==> src/rtl/bmc_audio_tx.sv <==
module bmc_audio_tx #(
  parameter int SAMPLE_W = 24,
  parameter int FRAMES   = 192
) (
  input  logic                clk,
  input  logic                rst_n,
  input  logic                sym_ce,
  input  logic [FRAMES-1:0]   cs_word,
  input  logic                smp_valid,
  output logic                smp_ready,
  input  logic [SAMPLE_W-1:0] smp_left,
  input  logic [SAMPLE_W-1:0] smp_right,
  output logic                tx_out
);
  localparam int SUB_BITS = SAMPLE_W + 8;
  localparam int BW       = $clog2(SUB_BITS);
  localparam int FW       = $clog2(FRAMES);
  localparam logic [7:0] SYNC_BLK = 8'b11101000;
  localparam logic [7:0] SYNC_CH1 = 8'b11100010;
  localparam logic [7:0] SYNC_CH2 = 8'b11100100;

  logic [FW-1:0]       frame_q;
  logic                sub_q;
  logic [BW-1:0]       bit_q;
  logic                half_q;
  logic                pol_q;
  logic                tx_q;
  logic                vflag_q;
  logic [SAMPLE_W-1:0] left_q, right_q;
  logic [FRAMES-1:0]   cs_q;

  logic                frame_start, take, in_sync, cs_bit, par, tx_d;
  logic [2:0]          k;
  logic [7:0]          sync_pat;
  logic [SAMPLE_W-1:0] samp;
  logic [SUB_BITS-1:0] sub_word;

  assign frame_start = !sub_q && bit_q == '0 && !half_q;
  assign smp_ready   = sym_ce && frame_start;
  assign take        = smp_ready && smp_valid;
  assign in_sync     = bit_q < BW'(4);
  assign k           = {bit_q[1:0], half_q};
  assign samp        = sub_q ? right_q : left_q;
  assign cs_bit      = cs_q[frame_q];
  assign par         = ^{cs_bit, vflag_q, samp};
  assign sub_word    = {par, cs_bit, 1'b0, vflag_q, samp, 4'b0000};
  assign sync_pat    = sub_q ? SYNC_CH2 : (frame_q == '0 ? SYNC_BLK : SYNC_CH1);
  assign tx_out      = tx_q;

  always_comb begin
    if (in_sync)
      tx_d = sync_pat[~k] ^ (k == 3'd0 ? tx_q : pol_q);
    else if (half_q)
      tx_d = tx_q ^ sub_word[bit_q];
    else
      tx_d = ~tx_q;
  end

  always_ff @(posedge clk or negedge rst_n) begin
    if (!rst_n) begin
      frame_q <= '0;
      sub_q   <= 1'b0;
      bit_q   <= '0;
      half_q  <= 1'b0;
      pol_q   <= 1'b0;
      tx_q    <= 1'b0;
    end else if (sym_ce) begin
      tx_q   <= tx_d;
      half_q <= ~half_q;
      if (in_sync && k == 3'd0) pol_q <= tx_q;
      if (half_q) begin
        if (bit_q == BW'(SUB_BITS - 1)) begin
          bit_q <= '0;
          sub_q <= ~sub_q;
          if (sub_q) frame_q <= (frame_q == FW'(FRAMES - 1)) ? '0 : frame_q + 1'b1;
        end else begin
          bit_q <= bit_q + 1'b1;
        end
      end
    end
  end

  always_ff @(posedge clk or negedge rst_n) begin
    if (!rst_n) begin
      left_q  <= '0;
      right_q <= '0;
      vflag_q <= 1'b0;
      cs_q    <= '0;
    end else begin
      if (take) begin
        left_q  <= smp_left;
        right_q <= smp_right;
        vflag_q <= 1'b0;
      end else if (smp_ready) begin
        vflag_q <= 1'b1;
      end
      if (smp_ready && frame_q == '0) cs_q <= cs_word;
    end
  end
endmodule

==> config.mk <==
export PLATFORM = sky130hd
export DESIGN_NAME = bmc_audio_tx
export DESIGN_NICKNAME = d
export VERILOG_FILES = /design/src/rtl/bmc_audio_tx.sv
export SDC_FILE = /design/constraint.sdc
export NUM_CORES = 1
export LEC_CHECK = 0
export ABC_AREA = 1
export CAP_MARGIN = 5
export CORE_UTILIZATION = 53
export CTS_CLUSTER_SIZE = 12
export DETAILED_ROUTE_END_ITERATION = 10
export GPL_TIMING_DRIVEN = 0
export PLACE_DENSITY = 0.81
export SYNTH_ARGS = -nofsm -noshare
export SYNTH_HDL_FRONTEND = slang
export SYNTH_SLANG_ARGS = --single-unit
==> constraint.sdc <==
create_clock -name clk -period 2.9 [get_ports clk]
set_input_delay 0.29 -clock clk [delete_from_list [all_inputs] [get_ports clk]]
set_output_delay 0.29 -clock clk [all_outputs]
set_load 0.05 [all_outputs]
==> impl_metrics.toml <==
[outcome]
result_of_the_run = "complete, no violations"

[global_route]
wire_length_of_the_first_global_routing_pass_um = 62300
globalRoute.totalOverflow = 0
pin_count_of_the_biggest_net_entering_global_routing = 117
grt_util_all_layers = 0.311
number_of_global_route_vias_before_repair = 12100
antenna_found_initial = 0

[die]
die_height_um = 160
num_rows = 57
initial_core_util = 0.542
die_x_um = 160
die-area_um2 = 25600
core_area_um2 = 24400
io-pin-count = 246

[synth]
synth_area_leaders = "dfrtp_1 (49%), nand2_1 (14%), mux2_2 (12%), nand3_1 (4.3%), inv_1 (3.9%)"
syn_nets = 1836
number_of_warnings_reported_in_the_yosys_synthesis_log = 0
synth.lib_cells_used.distinct = 36
primary_flip_flop_cell_chosen_by_synthesis_mapping = "dfrtp_1"
synthCells = 1587
synth.most_common_cell = "nand2_1"
synth.top_cells.by_count = "nand2_1 (482), dfrtp_1 (258), inv_1 (137)"
synth-seq-cells = 258
synth_sequential_area_ratio = 0.488
synth_top_area_share = 0.488
synth_edf_count = 0
syn-mean-instance-area_um2 = 8.33
async_flop_share = 1.00
synth.cell_area_um2 = 13200
synthDominantAreaCellType = "dfrtp_1"

[placement]
dp_hpwl_um = 29000
placement.io_buffers = 245
gp_routability_congestion = 0.899
place_ws_ps = -309

[finish]
layout.filler_cells = 1874
sequential_cell_area_um2 = 6460
num-nets-final = 2117
antenna-diode-count = 0
syn_to_final_growth_pct = 30.1
final_layout_size_suffix_gt1_frac = 0.145
area_of_combinational_cells_with_multiple_inputs_um2 = 5750
final_core_util = 0.705

[timing]
max_slew.worst_pin.slew_ps = 631
worst_slew_margin_rel = 0.579
clock_skew_ps = 21.8
min_period_over_period = 0.974
finalMaxSlewViolations = 0
final-hold-violation-count = 0
clock.fmax_mhz = 354
worst_slack_ps = 76.1
number_of_endpoints_failing_setup_at_the_final_stage = 0
finalWorstPathRequiredPeriod_ps = 2820

[setup_path]
worstPathBufferInverterCount = 5
critical_path_fanout_max = 10
library_cell_contributing_the_largest_single_delay_on_the_critical_path = "buf_2"
slowest_delay_ps = 390
worst_path_top_cell_family_by_delay = "buffers and inverters"
arrival_time_worst_endpoint_ps = 3230
crit_top_cell = "buf_2"
startpoint_type = "register"
critical_path_class = "reg -> reg"
crit_chain = "buf_2 -> nor2_2 -> buf_2 -> inv_1 -> nor4_2 -> nand2_2 -> buf_2 -> clkbuf_1 -> nor2_1 -> a21oi_1"
timing.critical_path.to_type = "register"
worst_ep_required_time_ps = 3300

[drt]
drc_errors = 0
routed_wirelength_um = 39700
dr_vias = 12200
via_cell_ratio = 5.52
drt.antenna.violating_nets = 0
avgRoutedWirePerCell_um = 17.9
detail_route.iter0.violations = 1003
detailedRoute.firstPassIterationCount = 5

[power]
p_leak_uw = 0.00864
power-per-cell-area_nw_per_um2 = 665
power.total_uw = 11400
vdd.ir_drop.worst_v = 0.000533

[clocking]
ctsRootBufferMaster = "clkbuf_16"
clock_insertion_delay_worst_skew_ps = 550
clkTransAtPathRegs_ps = 60
numCtsBuffers = 28
clkSinkCount = 258
cts_tree = "built"
ctsLongestPathBuffers = 3
clock_tree.htree_level_count = 1

[hold_path]
worstHoldPathType = "in -> async"

[run]
maxCapViolations = 0
## kinds of logic (layout without fill, tap and decap cells)
| logic type | Yosys count | in the layout | share of synthesized area |
|---|---|---|---|
| AO/OA/AOI/OAI | 227 | 227 | 0.0931 |
| XOR/XNOR | 3 | 3 | 0.00199 |
| adder cells (fa/ha/maj) | 5 | 5 | 0.00473 |
| buffers and inverters | 235 | 536 | 0.0768 |
| flip-flops | 258 | 258 | 0.488 |
| multiplexers | 135 | 135 | 0.115 |
| AND/OR/NAND/NOR | 724 | 724 | 0.220 |
## per-layer routing
metal	vias up	wire length [um]	track usage
li1	5686	-	-
met1	5817	16100	0.423
met2	602	18300	0.502
met3	106	3650	0.0470
met4	0	1520	0.126
met5	-	0	0
## cells in the final DEF (no fill, tap or decap), drive strengths merged
master	instances
nor4	2
o32ai	1
nor2	113
and2	1
o211ai	30
nor3	6
bufinv	2
nand3	114
clkdlybuf4s15	1
clkbuf	84
dfrtp	258
nand4	2
ha	5
a31oi	1
xor2	2
clkdlybuf4s50	243
o21ai	101
a21boi	1
clkinv	4
inv	142
dlygate4sd3	1
a21oi	91
clkinvlp	1
a311oi	1
o22ai	1
mux2	135
buf	58
xnor2	1
nand2	486
## final cells by class
type                            count  area share
Sequential cell                   258       0.375
Multi-Input combinational cell   1094       0.334
Timing Repair Buffer              252       0.148
Clock buffer                       45      0.0508
Inverter                          144      0.0318
Buffer                             90      0.0306
Tap cell                          324      0.0236
Clock inverter                      5     0.00502
## per-stage QoR
stage          cell area [um^2]  std cells  hold WS [ps]  setup TNS, ps
6_report                  17200       2212           236              0
5_1_grt                   17200       2212           281         -0.321
4_1_cts                   17100       2208           250              0
3_5_place_dp              16100       2158           238         -27020
3_3_place_gp              16100       2156           468       -2412200
2_1_floorplan             13200       1587         -5.59              0
## worst reg2reg max path, delay by kind of cell, from the launching register on
family,cells,cell delay (ps)
compound gates,1,60
buf+inv,5,1230
flops,1,360
simple gates,4,1030
## timing repair
item / CTS / global route
setup endpoints to repair: 167 / 186
hold endpoints to repair: 53 / 0
hold buffers: 1 / 0
buffers inserted: 0 / 4
gates resized for setup: 15 / 32
## power breakdown
group          switching (uW)  internal (uW)
Combinational            2310           1400
Sequential                178           3880
Clock                    1430           2230
Total                    3920           7510
## worst paths after layout
| path | from | endpoint | slack, ps | depth (start not counted) |
|---|---|---|---|---|
| min in group clk | smp_right[3] | right_q[3] | 280 | 3 |
| worst max-delay path | frame_q[2] | cs_q[77] | 80 | 10 |
| worst min register to register | right_q[6] | right_q[6] | 490 | 2 |
| worst max register to register | frame_q[2] | cs_q[77] | 80 | 10 |
| max in group asynchronous | rst_n | cs_q[149] | 1740 | 3 |
| worst min-delay path | rst_n | cs_q[121] | 240 | 2 |
## flip-flops by register name, summed over array words and instances, names as in the netlist
| name | flops |
|---|---|
| cs_q | 192 |
| left_q | 24 |
| right_q | 24 |
| frame_q | 8 |
| bit_q | 5 |
| half_q | 1 |
| pol_q | 1 |
| sub_q | 1 |
| tx_out | 1 |
| vflag_q | 1 |
Note: power is estimated with default switching activity, not from simulation.
